[config.mk]
export PLATFORM = sky130hd
export DESIGN_NAME = pt_walker
export DESIGN_NICKNAME = d
export VERILOG_FILES = /design/src/rtl/pt_walker_pkg.sv /design/src/rtl/pt_va_split.sv /design/src/rtl/pt_entry_eval.sv /design/src/rtl/pt_walk_ctrl.sv /design/src/rtl/pt_walker.sv
export SDC_FILE = /design/constraint.sdc
export NUM_CORES = 1
export LEC_CHECK = 0
export ABC_AREA = 1
export CORE_MARGIN = 1
export CORE_UTILIZATION = 55
export CTS_CLUSTER_DIAMETER = 60
export CTS_CLUSTER_SIZE = 12
export DETAILED_ROUTE_END_ITERATION = 8
export DONT_BUFFER_PORTS = 1
export PLACE_DENSITY = 0.7
export SETUP_SLACK_MARGIN = 0.2
export SLEW_MARGIN = 20
export SYNTH_ARGS = -nofsm -noshare
export SYNTH_HDL_FRONTEND = slang
export SYNTH_SLANG_ARGS = --single-unit
[constraint.sdc]
create_clock -name clk -period 2.9 [get_ports clk]
set_input_delay 0.145 -clock clk [delete_from_list [all_inputs] [get_ports clk]]
set_output_delay 0.145 -clock clk [all_outputs]
set_load 0.02 [all_outputs]
[src/rtl/pt_walker_pkg.sv]
package pt_walker_pkg;

    // Result codes, ordered by check priority
    typedef enum logic [1:0] {
        FLT_NONE    = 2'd0,
        FLT_INVALID = 2'd1,
        FLT_ABSENT  = 2'd2,
        FLT_PERM    = 2'd3
    } fault_e;

    typedef enum logic [2:0] {
        ST_IDLE,
        ST_READ,
        ST_WAIT,
        ST_CHECK,
        ST_WRITE,
        ST_DONE
    } walk_state_e;

    // Flag positions inside an entry
    localparam int unsigned FLAG_W      = 6;
    localparam int unsigned BIT_VALID   = 0;
    localparam int unsigned BIT_PRESENT = 1;
    localparam int unsigned BIT_WR_OK   = 2;
    localparam int unsigned BIT_USER_OK = 3;
    localparam int unsigned BIT_REF     = 4;
    localparam int unsigned BIT_DIRTY   = 5;

    typedef struct packed {
        logic dirty;
        logic referenced;
        logic user_ok;
        logic wr_ok;
        logic present;
        logic valid;
    } entry_flags_t;

    function automatic entry_flags_t unpack_flags(input logic [FLAG_W-1:0] raw);
        entry_flags_t f;
        f.valid      = raw[BIT_VALID];
        f.present    = raw[BIT_PRESENT];
        f.wr_ok      = raw[BIT_WR_OK];
        f.user_ok    = raw[BIT_USER_OK];
        f.referenced = raw[BIT_REF];
        f.dirty      = raw[BIT_DIRTY];
        return f;
    endfunction

    // Priority: invalid, then absent, then permission
    function automatic fault_e classify(input entry_flags_t f,
                                        input logic is_write,
                                        input logic is_user);
        if (!f.valid)
            return FLT_INVALID;
        else if (!f.present)
            return FLT_ABSENT;
        else if ((is_write && !f.wr_ok) || (is_user && !f.user_ok))
            return FLT_PERM;
        else
            return FLT_NONE;
    endfunction

endpackage

[src/rtl/pt_va_split.sv]
module pt_va_split #(
    parameter int unsigned VA_W  = 32,
    parameter int unsigned OFS_W = 12,
    parameter int unsigned AW    = 32,
    parameter int unsigned PTE_W = 32
) (
    input  logic [VA_W-1:0]       vaddr,
    input  logic [AW-1:0]         table_base,
    output logic [VA_W-OFS_W-1:0] page_num,
    output logic [OFS_W-1:0]      page_ofs,
    output logic [AW-1:0]         entry_addr
);
    localparam int unsigned PN_W      = VA_W - OFS_W;
    localparam int unsigned ENTRY_SFT = $clog2(PTE_W / 8);

    always_comb begin
        page_num   = vaddr[VA_W-1:OFS_W];
        page_ofs   = vaddr[OFS_W-1:0];
        entry_addr = table_base + (AW'(page_num) << ENTRY_SFT);
    end

    // Unused width marker to keep PN_W meaningful for readers
    logic [PN_W-1:0] pn_unused;
    assign pn_unused = page_num;

endmodule

[src/rtl/pt_entry_eval.sv]
module pt_entry_eval
    import pt_walker_pkg::*;
#(
    parameter int unsigned PTE_W = 32,
    parameter int unsigned OFS_W = 12,
    parameter int unsigned PA_W  = 32
) (
    input  logic [PTE_W-1:0] entry,
    input  logic             is_write,
    input  logic             is_user,
    input  logic [OFS_W-1:0] page_ofs,
    output fault_e           fault,
    output logic [PA_W-1:0]  paddr,
    output logic [PTE_W-1:0] new_entry,
    output logic             need_wb
);
    localparam int unsigned FRAME_W = PA_W - OFS_W;

    entry_flags_t          flags;
    logic [FRAME_W-1:0]    frame;
    logic [PTE_W-1:0]      set_mask;

    // Frame field sits at the top of the entry
    generate
        if (FRAME_W + FLAG_W <= PTE_W) begin : g_frame_top
            assign frame = entry[PTE_W-1 -: FRAME_W];
        end else begin : g_frame_clip
            assign frame = FRAME_W'(entry[PTE_W-1:FLAG_W]);
        end
    endgenerate

    always_comb begin
        flags    = unpack_flags(entry[FLAG_W-1:0]);
        fault    = classify(flags, is_write, is_user);
        paddr    = {frame, page_ofs};
        set_mask = '0;
        set_mask[BIT_REF]   = 1'b1;
        set_mask[BIT_DIRTY] = is_write;
        new_entry = entry | set_mask;
        need_wb   = (fault == FLT_NONE) && (new_entry != entry);
    end

endmodule

[src/rtl/pt_walk_ctrl.sv]
module pt_walk_ctrl
    import pt_walker_pkg::*;
#(
    parameter int unsigned AW    = 32,
    parameter int unsigned PTE_W = 32,
    parameter int unsigned OFS_W = 12,
    parameter int unsigned PA_W  = 32
) (
    input  logic             clk,
    input  logic             rst,
    // request side
    input  logic             req_valid,
    output logic             req_ready,
    input  logic             req_write,
    input  logic             req_user,
    input  logic [AW-1:0]    req_entry_addr,
    input  logic [OFS_W-1:0] req_ofs,
    // towards the evaluator
    output logic [PTE_W-1:0] entry_q,
    output logic             wr_q,
    output logic             user_q,
    output logic [OFS_W-1:0] ofs_q,
    input  fault_e           eval_fault,
    input  logic [PA_W-1:0]  eval_paddr,
    input  logic [PTE_W-1:0] eval_new_entry,
    input  logic             eval_need_wb,
    // response
    output logic             rsp_valid,
    output fault_e           rsp_fault,
    output logic [PA_W-1:0]  rsp_paddr,
    // memory port
    output logic             mem_req,
    input  logic             mem_gnt,
    output logic             mem_we,
    output logic [AW-1:0]    mem_addr,
    output logic [PTE_W-1:0] mem_wdata,
    input  logic             mem_rvalid,
    input  logic [PTE_W-1:0] mem_rdata
);
    walk_state_e       state;
    logic [AW-1:0]     addr_q;
    logic [PTE_W-1:0]  wb_q;
    fault_e            fault_q;
    logic [PA_W-1:0]   paddr_q;

    always_ff @(posedge clk) begin
        if (rst) begin
            state   <= ST_IDLE;
            addr_q  <= '0;
            ofs_q   <= '0;
            wr_q    <= 1'b0;
            user_q  <= 1'b0;
            entry_q <= '0;
            wb_q    <= '0;
            fault_q <= FLT_NONE;
            paddr_q <= '0;
        end else begin
            unique case (state)
                ST_IDLE: begin
                    if (req_valid) begin
                        addr_q <= req_entry_addr;
                        ofs_q  <= req_ofs;
                        wr_q   <= req_write;
                        user_q <= req_user;
                        state  <= ST_READ;
                    end
                end
                ST_READ: begin
                    if (mem_gnt) state <= ST_WAIT;
                end
                ST_WAIT: begin
                    if (mem_rvalid) begin
                        entry_q <= mem_rdata;
                        state   <= ST_CHECK;
                    end
                end
                ST_CHECK: begin
                    fault_q <= eval_fault;
                    paddr_q <= (eval_fault == FLT_NONE) ? eval_paddr : '0;
                    wb_q    <= eval_new_entry;
                    state   <= eval_need_wb ? ST_WRITE : ST_DONE;
                end
                ST_WRITE: begin
                    if (mem_gnt) state <= ST_DONE;
                end
                ST_DONE: begin
                    state <= ST_IDLE;
                end
                default: state <= ST_IDLE;
            endcase
        end
    end

    always_comb begin
        req_ready = (state == ST_IDLE);
        rsp_valid = (state == ST_DONE);
        rsp_fault = fault_q;
        rsp_paddr = paddr_q;
        mem_req   = (state == ST_READ) || (state == ST_WRITE);
        mem_we    = (state == ST_WRITE);
        mem_addr  = addr_q;
        mem_wdata = wb_q;
    end

endmodule

[src/rtl/pt_walker.sv]
module pt_walker
    import pt_walker_pkg::*;
#(
    parameter int unsigned VA_W  = 32,
    parameter int unsigned OFS_W = 12,
    parameter int unsigned PA_W  = 32,
    parameter int unsigned AW    = 32,
    parameter int unsigned PTE_W = 32
) (
    input  logic             clk,
    input  logic             rst,
    input  logic [AW-1:0]    table_base,
    input  logic             req_valid,
    output logic             req_ready,
    input  logic [VA_W-1:0]  req_vaddr,
    input  logic             req_write,
    input  logic             req_user,
    output logic             rsp_valid,
    output logic [1:0]       rsp_fault,
    output logic [PA_W-1:0]  rsp_paddr,
    output logic             mem_req,
    input  logic             mem_gnt,
    output logic             mem_we,
    output logic [AW-1:0]    mem_addr,
    output logic [PTE_W-1:0] mem_wdata,
    input  logic             mem_rvalid,
    input  logic [PTE_W-1:0] mem_rdata
);
    localparam int unsigned PN_W = VA_W - OFS_W;

    logic [PN_W-1:0]  page_num;
    logic [OFS_W-1:0] page_ofs;
    logic [AW-1:0]    entry_addr;

    logic [PTE_W-1:0] entry_q;
    logic             wr_q;
    logic             user_q;
    logic [OFS_W-1:0] ofs_q;
    fault_e           eval_fault;
    logic [PA_W-1:0]  eval_paddr;
    logic [PTE_W-1:0] eval_new_entry;
    logic             eval_need_wb;
    fault_e           fault_out;

    pt_va_split #(
        .VA_W(VA_W), .OFS_W(OFS_W), .AW(AW), .PTE_W(PTE_W)
    ) u_split (
        .vaddr      (req_vaddr),
        .table_base (table_base),
        .page_num   (page_num),
        .page_ofs   (page_ofs),
        .entry_addr (entry_addr)
    );

    pt_entry_eval #(
        .PTE_W(PTE_W), .OFS_W(OFS_W), .PA_W(PA_W)
    ) u_eval (
        .entry     (entry_q),
        .is_write  (wr_q),
        .is_user   (user_q),
        .page_ofs  (ofs_q),
        .fault     (eval_fault),
        .paddr     (eval_paddr),
        .new_entry (eval_new_entry),
        .need_wb   (eval_need_wb)
    );

    pt_walk_ctrl #(
        .AW(AW), .PTE_W(PTE_W), .OFS_W(OFS_W), .PA_W(PA_W)
    ) u_ctrl (
        .clk            (clk),
        .rst            (rst),
        .req_valid      (req_valid),
        .req_ready      (req_ready),
        .req_write      (req_write),
        .req_user       (req_user),
        .req_entry_addr (entry_addr),
        .req_ofs        (page_ofs),
        .entry_q        (entry_q),
        .wr_q           (wr_q),
        .user_q         (user_q),
        .ofs_q          (ofs_q),
        .eval_fault     (eval_fault),
        .eval_paddr     (eval_paddr),
        .eval_new_entry (eval_new_entry),
        .eval_need_wb   (eval_need_wb),
        .rsp_valid      (rsp_valid),
        .rsp_fault      (fault_out),
        .rsp_paddr      (rsp_paddr),
        .mem_req        (mem_req),
        .mem_gnt        (mem_gnt),
        .mem_we         (mem_we),
        .mem_addr       (mem_addr),
        .mem_wdata      (mem_wdata),
        .mem_rvalid     (mem_rvalid),
        .mem_rdata      (mem_rdata)
    );

    assign rsp_fault = fault_out;

endmodule

# Word-level counts from Yosys, hierarchy flattened
# Cells that the tools add are included.
[word_totals] latchBits=0 output_inout_bits=102 ramBits=0 memories=0 regBits=147 romBits=0 inputBits=103
[classes] multipliers=0 n_reduce_logical=12 eq_ne=10 div_mod_pow=0 shifts=0 bitwise_logic=1 mux=10 add_sub_neg=1 order_cmp=0
[ops] operator="32-bit by 22-bit adder with 32-bit output" count=1
[ops] operator="32-bit 2-to-1 mux" count=1
[ops] operator="32-bit != test" count=1
[ops] operator="32-bit by 6-bit bitwise OR with 32-bit output" count=1
[ops] operator="3-bit one-hot mux with 5 select lines" count=1
[ops] operator="3-bit 2-to-1 mux" count=4
[ops] operator="2-bit != test (second input constant)" count=4
[ops] operator="3-bit by 2-bit equality test with 1-bit output (second input constant)" count=2
[ops] operator="3-bit equality test (second input constant)" count=2
[ops] operator="2-bit 2-to-1 mux" count=3
[ops] operator="2-bit AND reduction" count=2
[ops] operator="4-bit AND reduction" count=1
[ops] operator="3-bit by 1-bit equality test with 1-bit output (second input constant)" count=1
[ops] operator="1-bit logical AND" count=3
[ops] operator="3-bit zero test" count=1
[ops] operator="1-bit zero test" count=2
[ops] operator="2-bit zero test" count=1
[ops] operator="1-bit logical OR" count=2
[ops] operator="1-bit 2-to-1 mux" count=1

# Depth between registers and ports, before layout
# Gate-level depths: netlist of the first run.
[depth] depth_word=10 ltp_mapped=14

# Cells and area by module
# From an unflattened synthesis of the first run, not the netlist that was laid out.
[unflattened] hier_cells=1214 hier_area_um2=8534.4
[modules_own_cells] module="pt_walk_ctrl" area_per_inst_um2=5798.1 cells_per_inst=710 n_inst=1 seq_area_each_um2=2942.8
[modules_own_cells] module="pt_va_split" area_per_inst_um2=2185.8 cells_per_inst=424 n_inst=1 seq_area_each_um2=0.0
[modules_own_cells] module="pt_entry_eval" area_per_inst_um2=550.5 cells_per_inst=80 n_inst=1 seq_area_each_um2=0.0

# Worst setup path before layout of the first run
# Ideal clock, no wire load.
[synth_timing] path_kind="in2reg" from="in table_base[2]" to="reg u_ctrl.addr_q[18], in the netlist u_ctrl.mem_addr[18]" path_buffers=0 setup_slack_ps=1214 stages=14 setup_ps=109 arrival_ps=1577 required_time_ps=2791 cell_sequence="ha_1 -> inv_1 -> fa_1 -> inv_1 -> nand3_1 -> nand3_1 -> nand2_1 -> nand2_1 -> nand2_1 -> nand2_1 -> xnor2_1 -> nand2_1 -> nand2_1 -> inv_1"
[synth_via] elab_chain_len=1
[synth_lines] item="start: declaration" line_no="pt_walker.sv:12" rtl="input logic [AW-1:0] table_base,"
[synth_lines] item="32-bit by 22-bit adder with 32-bit output" line_no="pt_va_split.sv:19" rtl="entry_addr = table_base + (AW'(page_num) << ENTRY_SFT);"
[synth_lines] item="end signal: assignment" line_no="pt_walk_ctrl.sv:61" rtl="addr_q <= req_entry_addr;"
[synth_lines] item="end: declaration" line_no="pt_walk_ctrl.sv:41" rtl="logic [AW-1:0] addr_q;"
# Every way passes these cells.
# A chain may end at the register's enable or synchronous reset.

# Worst setup path in the final report of the first run
[layout_timing] from="in req_vaddr[12]" to="reg u_ctrl.addr_q[18], in the netlist u_ctrl.mem_addr[18]"
[layout_via] elab_chain_len=1
[layout_lines] item="start: declaration" line_no="pt_walker.sv:15" rtl="input logic [VA_W-1:0] req_vaddr,"
[layout_lines] item="32-bit by 22-bit adder with 32-bit output" line_no="pt_va_split.sv:19"
# Every way passes these cells.

==> results.yml, run 1 <==
logic_synthesis:
  yosys_warnings: 0
  synth_seq_cells: 147
  synth_edf_count: 0
  synth.distinct_cells: 37
  avgSynthCellArea_um2: 6.91
  netlist.area_leader.share: 0.406
  synth_area_um2: 7250
  synth_top_area_cell: "dfxtp_1"
  ys_dominant_reg_cell: "dfxtp_1"
  syn_nets: 1173
  synth_area_leaders: "dfxtp_1, nand2_1, a21oi_1, inv_1, o21ai_0"
  syn_inst: 1049
  ys_seq_area_frac: 0.406
  async_flop_share: 0
route:
  vias_per_cell: 5.21
  drcViolationCount: 0
  drt-pass1-iter-count: 4
  antenna_left: 0
  wirelength_um: 18400
  vias: 6640
  wl_per_cell_um: 14.4
  initialDrtViolationCount: 364
critical_path:
  start_kind: "input port"
  r2r_start: "u_ctrl.state[0]$_SDFFE_PP0P_"
  end_kind: "flip-flop"
  worstSetupPathType: "in2reg"
  crit_fanout: 4
  slowest_stage: "dlygate4sd3_1"
  worst-path-buf-inv: 4
  critPathMaxStageDelay_ns: 0.54
  cp_top_family: "buffers and inverters"
  startpoint: "req_vaddr[12]"
  worstPathArrival_ns: 2.37
  cp_common_cell: "nand2_1"
  crit_path_cell_trace: "dlygate4sd3_1 -> ha_1 -> inv_1 -> fa_1 -> inv_1 -> nand3_1 -> nand3_1 -> nand2_1 -> nand2_1 -> nand2_1 -> nand2_1 -> xnor2_1 -> nand2_1 -> nand2_1 -> inv_1"
  required_ns: 3.22
power:
  p_leak_nw: 3.79
  ir_drop_uv: 510
  p_per_area_nw_per_um2: 663
place:
  preCtsSetupSlack_ns: 0.981
  dp_hpwl_um: 12800
  place_congestion: 0.927
  portBuffers: 0
run:
  maxCapViolCount: 0
sta:
  finalSetupViolCount: 0
  hold_viol: 0
  fmax_mhz: 487
  fin_ws_ns: 0.849
  fin_crit_ns: 2.05
  slew_headroom: 0.293
  tightestPinTransition_ns: 1.06
  period_share: 0.707
  skew_ns: 0.00781
  final.setup.tns_ns: 0
  slew_violations: 0
  rsz0062_at_grt: "false"
clock_tree:
  htree_levels: 4
  cts_tree: "done"
  cts.sinks: 147
  clk_pin_slew_ns: 0.06
  cts_made_buffers: 17
  root_buffer: "clkbuf_16"
  cts_buffer_depth: 2
  clkLatencyLatePin_ns: 0.42
global_route:
  grt_use_total: 0.265
  grt_max_degree: 69
  grt_pass1_wl_um: 27800
  grt_pass1_vias: 5709
  antenna_found_initial: 0
  grt_remaining_overflow: 0
finish:
  fill_cells: 1159
  drive_gt1_frac: 0.0734
  layout.nets: 1214
  layout_commonest_cell: "nand2_1"
  layout_common_cells: "nand2_1, dfxtp_1, inv_1"
  diodes: 0
  area_growth_pct: 17.0
floorplanning:
  dieArea_um2: 13600
  io_pins: 205
  fp.dieW_um: 117
  die_h_um: 117
  rows: 41
  start_util: 0.570
  coreArea_um2: 12700
worst_hold_path:
  worstHoldStart: "mem_rvalid"
  hold_class: "in2reg"
status:
  outcome: "completed"
==> sequential cells by signal (all words and copies together), names as in the netlist <==
name              cells
u_ctrl.entry_q       32
u_ctrl.mem_addr      32
u_ctrl.mem_wdata     32
u_ctrl.rsp_paddr     32
u_ctrl.ofs_q         12
u_ctrl.state          3
u_ctrl.rsp_fault      2
u_ctrl.user_q         1
u_ctrl.wr_q           1
==> final timing paths <==
| kind | depth (start not counted) | slack (ns) | to |
|---|---|---|---|
| min reg2reg | 2 | 0.45 | u_ctrl.entry_q[4]$_SDFFE_PP0P_ |
| max | 15 | 0.85 | u_ctrl.mem_addr[18]$_SDFFE_PP0P_ |
| min | 3 | 0.02 | u_ctrl.state[0]$_SDFFE_PP0P_ |
| max reg2reg | 5 | 0.93 | u_ctrl.entry_q[31]$_SDFFE_PP0P_ |
==> through the flow <==
stage | hold WS (ns) | std cells | total power, mW | utilization | instance area (µm²)
2_1_floorplan | 0.280 | 1049 | 3.33 | - | 7250
3_3_place_gp | 0.218 | 1183 | 3.53 | 0.576 | 7330
3_5_place_dp | 0.219 | 1183 | 3.55 | 0.576 | 7330
4_1_cts | 0.0121 | 1275 | 5.65 | 0.667 | 8480
5_1_grt | 0.0401 | 1275 | 5.90 | 0.667 | 8480
6_report | 0.0196 | 1275 | 5.62 | 0.667 | 8480
==> tightest hold or removal path, cell delays in order <==
cell and delay [ns]:
nor2_1 0.02, nor2_1 0.13, a21oi_1 0.08
==> final cells by class <==
class | instances | area [µm²] | area share
multi-input cells | 700 | 3520 | 0.415
flip-flops and latches | 147 | 2940 | 0.347
repair buffers | 68 | 671 | 0.0791
inverters | 156 | 586 | 0.0690
clock buffers | 20 | 437 | 0.0515
well taps | 172 | 215 | 0.0254
clock inverters | 12 | 108 | 0.0127
==> kinds of logic (layout without fill, tap and decap cells) <==
logic type | count (synthesis) | count (layout) | share of synthesized area
xor+xnor | 12 | 12 | 0.0145
flops | 147 | 147 | 0.406
buf+inv | 202 | 256 | 0.109
simple gates | 434 | 434 | 0.262
fa+ha+maj | 21 | 21 | 0.0373
compound gates | 233 | 233 | 0.171
==> report_power, final <==
part           internal [mW]  switching [mW]  total, mW
combinational          0.367           0.672       1.04
sequential              2.24           0.319       2.56
clock                   1.18           0.842       2.02
total                   3.79            1.83       5.62
==> timing repair <==
item                                    in CTS  in global routing
hold buffers                                60                  0
endpoints found under the setup margin       0                  0
setup buffers                                0                  0
hold endpoints to repair                   108                  0
resized for setup                            0                  0
==> Yosys cell counts (all sizes together) (2+ instances only) <==
master / instances
buf: 15
xnor2: 2
nand2: 268
o21bai: 12
nor3: 6
nand4: 11
ha: 20
o21ai: 87
a21oi: 116
xor2: 10
dfxtp: 147
clkbuf: 31
inv: 155
nand3: 64
o21a: 13
nor2: 84
==> metal layers <==
layer  track usage  up-vias  part of all wire
met4        0.0819        0             0.013
met3        0.0999       23             0.098
met2         0.413      212              0.44
li1              -     3432                 -
met1         0.339     2973              0.45
met5             0        -                 0
Power figures use the tool's default switching activity.
==> run 2: changes to the inputs <==
--- a/config.mk
+++ b/config.mk
@@ -5,14 +5,14 @@
 export SDC_FILE = /design/constraint.sdc
 export NUM_CORES = 1
 export LEC_CHECK = 0
-export ABC_AREA = 1
+export ABC_AREA = 0
 export CORE_MARGIN = 1
 export CORE_UTILIZATION = 55
 export CTS_CLUSTER_DIAMETER = 60
 export CTS_CLUSTER_SIZE = 12
 export DETAILED_ROUTE_END_ITERATION = 8
 export DONT_BUFFER_PORTS = 1
-export PLACE_DENSITY = 0.7
+export PLACE_DENSITY = 0.73
 export SETUP_SLACK_MARGIN = 0.2
 export SLEW_MARGIN = 20
 export SYNTH_ARGS = -nofsm -noshare
==> constraint.sdc (replaced) <==
create_clock -name clk -period 1.8 [get_ports clk]
set_input_delay 0.09 -clock clk [delete_from_list [all_inputs] [get_ports clk]]
set_output_delay 0.09 -clock clk [all_outputs]
set_load 0.02 [all_outputs]
==> results.yml, run 2 <==
status:
  outcome: "finished with violations"
  violations: "negative hold slack"
floorplanning:
  io_pins: 205
  rows: 39
  fp.dieW_um: 110
  coreArea_um2: 11400
  dieArea_um2: 12200
  die_h_um: 110
  start_util: 0.564
power:
  p_leak_nw: 2.68
  ir_drop_uv: 701
  totalPowerFinal_mw: 8.49
  p_per_area_nw_per_um2: 1130
place:
  placed_area_um2: 6850
  dp.cells: 915
  place_congestion: 0.855
  dp_hpwl_um: 11200
  portBuffers: 0
  preCtsSetupSlack_ns: -0.156
global_route:
  antenna_found_initial: 1
  grt_use_total: 0.263
  grt_pass1_wl_um: 24700
  grt_pass1_vias: 5140
  grt_max_degree: 151
  grt_remaining_overflow: 0
critical_path:
  start_kind: "flip-flop"
  crit_path_cell_trace: "buf_4 -> a21oi_1 -> dlygate4sd3_1 -> o21ai_0 -> a31oi_1"
  critPathMaxStageDelay_ns: 0.57
  slowest_stage: "dlygate4sd3_1"
  worstPathArrival_ns: 1.89
  required_ns: 2.13
  worst-path-buf-inv: 2
  crit_fanout: 9
  end_kind: "flip-flop"
  cp_top_family: "buffers and inverters"
  worstSetupPathType: "reg2reg"
logic_synthesis:
  ys_dominant_reg_cell: "dfxtp_1"
  async_flop_share: 0
  yosys_warnings: 0
  avgSynthCellArea_um2: 8.09
  ys_seq_area_frac: 0.457
  syn_nets: 921
  synth_commonest_cells: "nand2_1, dfxtp_1, a21oi_1, nor2_1, clkbuf_1"
  synth_seq_cells: 147
  yosysMostFrequentCell: "nand2_1"
  synth.distinct_cells: 58
  synth_area_um2: 6440
  synth_edf_count: 0
  synth_top_area_cell: "dfxtp_1"
  synth_area_leaders: "dfxtp_1, nand2_1, a21oi_1, ha_1, nor2_1"
  syn_inst: 797
  netlist.area_leader.share: 0.457
sta:
  fin_crit_ns: 1.56
  final.setup.tns_ns: 0
  hold_viol: 145
  skew_ns: 0.0173
  slew_violations: 0
  period_share: 0.864
  tightestPinTransition_ns: 0.386
  fmax_mhz: 643
  finalSetupViolCount: 0
  fin_ws_ns: 0.245
  fin_hold_ws_ns: -0.258
  slew_headroom: 0.741
  rsz0062_at_grt: "true"
worst_hold_path:
  hold_class: "in2reg"
finish:
  fill_cells: 975
  layout.nets: 923
  fin_cells: 955
  area_growth_pct: 17.0
  layout_commonest_cell: "nand2_1"
  design_area_um2: 7540
  layout_common_cells: "nand2_1, dfxtp_1, a21oi_1"
  diodes: 0
  drive_gt1_frac: 0.139
clock_tree:
  clk_pin_slew_ns: 0.06
  cts_made_buffers: 17
  htree_levels: 4
  cts_tree: "done"
  root_buffer: "clkbuf_16"
  cts_buffer_depth: 2
  ctsHoldBuffers: 5
  clkLatencyLatePin_ns: 0.42
  cts.sinks: 147
route:
  wirelength_um: 16500
  initialDrtViolationCount: 481
  wl_per_cell_um: 17.3
  drcViolationCount: 0
  vias_per_cell: 5.92
  antenna_left: 0
  vias: 5651
  drt-pass1-iter-count: 5
run:
  maxCapViolCount: 0
==> run 2: power breakdown <==
group / leakage [nW] / switching (mW) / internal, mW
combinational: 1.20 / 0.736 / 0.540
sequential: 1.19 / 0.289 / 3.45
clock: 0.290 / 1.51 / 1.97
==> run 2: worst paths after layout <==
kind	from	to	slack, ns	depth (start not counted)
min reg2reg	u_ctrl.entry_q[9]$_SDFFE_PP0P_	u_ctrl.mem_wdata[9]$_SDFFE_PP0P_	0.45	2
max reg2reg	u_ctrl.state[1]$_SDFFE_PP0P_	u_ctrl.state[0]$_SDFFE_PP0P_	0.24	5
min	rst	u_ctrl.mem_addr[14]$_SDFFE_PP0P_	-0.26	1
max	u_ctrl.state[1]$_SDFFE_PP0P_	u_ctrl.state[0]$_SDFFE_PP0P_	0.24	5
==> run 2: per-stage QoR <==
step / hold slack (ns) / utilization
3_5_place_dp: 0.172 / 0.600
6_report: -0.258 / 0.660
4_1_cts: -0.270 / 0.657
3_3_place_gp: 0.167 / 0.600
2_1_floorplan: 0.226 / -
5_1_grt: -0.275 / 0.660
==> run 2: logic make-up (layout without fill, tap and decap cells) <==
logic type / after synthesis / count (layout) / synth area share
AND/OR/NAND/NOR: 335 / 335 / 0.227
AO/OA/AOI/OAI: 216 / 216 / 0.206
flip-flops: 147 / 147 / 0.457
buffers and inverters: 58 / 73 / 0.0408
adder cells (fa/ha/maj): 21 / 21 / 0.0419
XOR/XNOR: 18 / 18 / 0.0245
multiplexers: 2 / 2 / 0.00311
==> run 2: layer usage <==
metal  share of wire  GRT usage  up-vias
li1                -          -     2759
met1            0.40      0.301     2644
met2            0.49      0.453      213
met3           0.083     0.0876       33
met4           0.021     0.0959        2
met5         0.00079          0        -
==> run 2: what timing repair did <==
action,4_1_cts,5_1_grt
endpoints found under the setup margin,21,60
resized for setup,4,6
hold endpoints to repair,147,145
pin swaps,1,8
setup buffers,0,3
==> run 2: area by class of cell <==
cell class                 count  area, µm²  share of cell area
timing repair buffer          34        304              0.0403
tap                          143        179              0.0237
sequential                   147       2950               0.391
inverter                       7       26.3             0.00348
clock buffer                  17        425              0.0564
multi-input combinational    592       3500               0.464
clock inverter                15        161              0.0214
==> run 3: changes to the inputs <==
--- a/config.mk
+++ b/config.mk
@@ -7,12 +7,12 @@
 export LEC_CHECK = 0
 export ABC_AREA = 0
 export CORE_MARGIN = 1
-export CORE_UTILIZATION = 55
+export CORE_UTILIZATION = 50
 export CTS_CLUSTER_DIAMETER = 60
 export CTS_CLUSTER_SIZE = 12
 export DETAILED_ROUTE_END_ITERATION = 8
 export DONT_BUFFER_PORTS = 1
-export PLACE_DENSITY = 0.73
+export PLACE_DENSITY = 0.68
 export SETUP_SLACK_MARGIN = 0.2
 export SLEW_MARGIN = 20
 export SYNTH_ARGS = -nofsm -noshare
==> results.yml, run 3 (synthesis gave the netlist of run 2 again) <==
sta:
  fin_hold_ws_ns: -0.262
  finalSetupViolCount: 0
  slew_headroom: 0.709
  final.setup.tns_ns: 0
  rsz0062_at_grt: "true"
  period_share: 0.846
  fmax_mhz: 657
  tightestPinTransition_ns: 0.434
  hold_viol: 145
  fin_ws_ns: 0.278
  fin_crit_ns: 1.52
  skew_ns: 0.00864
  slew_violations: 0
place:
  portBuffers: 0
  dp_hpwl_um: 11400
  place_congestion: 0.872
  preCtsSetupSlack_ns: -0.168
floorplanning:
  io_pins: 205
  fp.dieW_um: 116
  die_h_um: 116
  start_util: 0.513
  rows: 41
  dieArea_um2: 13300
  coreArea_um2: 12600
global_route:
  antenna_found_initial: 0
  grt_max_degree: 151
  use_met2: 0.424
  met1_usage: 0.276
  grt_busiest_layer: "met2"
  grt_pass1_wl_um: 25400
  grt_pass1_vias: 5303
  grt_remaining_overflow: 0
  grt_util_met3: 0.0811
  grt_use_total: 0.246
critical_path:
  required_ns: 2.12
  reg2reg_slack_ns: 0.28
  start_kind: "flip-flop"
  r2r_start: "u_ctrl.state[2]$_SDFFE_PP0P_"
  worstSetupPathType: "reg2reg"
  critPathMaxStageDelay_ns: 0.35
  slowest_stage: "or3_1"
  crit_path_cell_trace: "nor3_2 -> nand2_1 -> buf_4 -> or3_1 -> mux2i_1 -> nor3_1"
  worstPathArrival_ns: 1.84
  end_kind: "flip-flop"
  crit_fanout: 20
  startpoint: "u_ctrl.state[2]$_SDFFE_PP0P_"
  worst-path-buf-inv: 1
  cp_top_family: "simple AND/OR/NAND/NOR gates"
clock_tree:
  cts_buffer_depth: 2
  clkLatencyLatePin_ns: 0.42
  root_buffer: "clkbuf_16"
  cts_setup_buffers: 0
  cts.sinks: 147
  clk_pin_slew_ns: 0.06
  cts_made_buffers: 17
  cts_tree: "done"
  htree_levels: 4
  ctsHoldBuffers: 5
finish:
  layout.nets: 917
  layout_commonest_cell: "nand2_1"
  diodes: 0
  area_growth_pct: 16.7
  drive_gt1_frac: 0.123
  layout_common_cells: "nand2_1, dfxtp_1, a21oi_1"
route:
  initialDrtViolationCount: 330
  drcViolationCount: 0
  wl_per_cell_um: 16.8
  wirelength_um: 16400
  vias_per_cell: 5.65
  antenna_left: 0
  vias: 5529
  drt-pass1-iter-count: 4
power:
  pwr-share-comb: 0.153
  clkPwrFrac: 0.399
  p_seq_frac: 0.448
  p_per_area_nw_per_um2: 1110
  p_int_mw: 5.99
  switching_share: 0.280
  ir_drop_uv: 618
  power_switching_mw: 2.33
  p_leak_nw: 2.65
run:
  maxCapViolCount: 0
worst_hold_path:
  worstHoldStart: "rst"
  hold_class: "in2reg"
status:
  violations: "negative hold slack"
  outcome: "finished with violations"
[run 3: changes by cell type in the layout (fill, tap and decap cells not counted), sizes merged]
cell / change
clkbuf: +7
inv: -8
buf: -6
clkinv: +1
[run 3: layer usage]
layer / up-vias / wire length (µm)
met4: 0 / 354
met5: - / 0
li1: 2742 / -
met1: 2562 / 6590
met2: 202 / 8070
met3: 23 / 1400
[run 3: power groups by stage]
| stage | combinational, mW | clock [mW] | sequential [mW] |
|---|---|---|---|
| global route | 1.40 | 3.53 | 3.75 |
| CTS | 1.27 | 3.38 | 3.73 |
| floorplan | 0.996 | 0 | 3.75 |
| detailed placement | 1.25 | 0 | 3.80 |
| global placement | 1.22 | 0 | 3.79 |
| finish | 1.27 | 3.32 | 3.73 |
[run 3: layout make-up]
class | instances | area (µm²)
timing repair buffer | 28 | 285
clock inverter | 8 | 75.1
inverter | 7 | 26.3
multi-input combinational | 592 | 3500
tap | 172 | 215
sequential | 147 | 2940
fill | 1134 | 5050
clock buffer | 24 | 482
[run 3: through the flow]
| stage | power (mW) | hold slack (ns) | utilization | cells | cell area (µm²) |
|---|---|---|---|---|---|
| 2_1_floorplan | 4.75 | 0.226 | - | 797 | 6680 |
| 3_3_place_gp | 5.01 | 0.172 | 0.549 | 941 | 6900 |
| 3_5_place_dp | 5.05 | 0.173 | 0.549 | 941 | 6900 |
| 4_1_cts | 8.37 | -0.275 | 0.598 | 978 | 7510 |
| 5_1_grt | 8.68 | -0.277 | 0.599 | 978 | 7520 |
| 6_report | 8.32 | -0.262 | 0.599 | 978 | 7520 |
[run 3: worst paths after layout]
check / endpoint / depth (start not counted)
max reg2reg: u_ctrl.mem_addr[23]$_SDFFE_PP0P_ / 6
min reg2reg: u_ctrl.mem_wdata[9]$_SDFFE_PP0P_ / 2
max: u_ctrl.mem_addr[23]$_SDFFE_PP0P_ / 6
min: u_ctrl.mem_addr[14]$_SDFFE_PP0P_ / 1
[run 3: repair_timing]
action	4_1_cts	5_1_grt
endpoints found under the setup margin	1	31
hold endpoints to repair	147	145
resized for setup	1	2
pin swaps	0	4
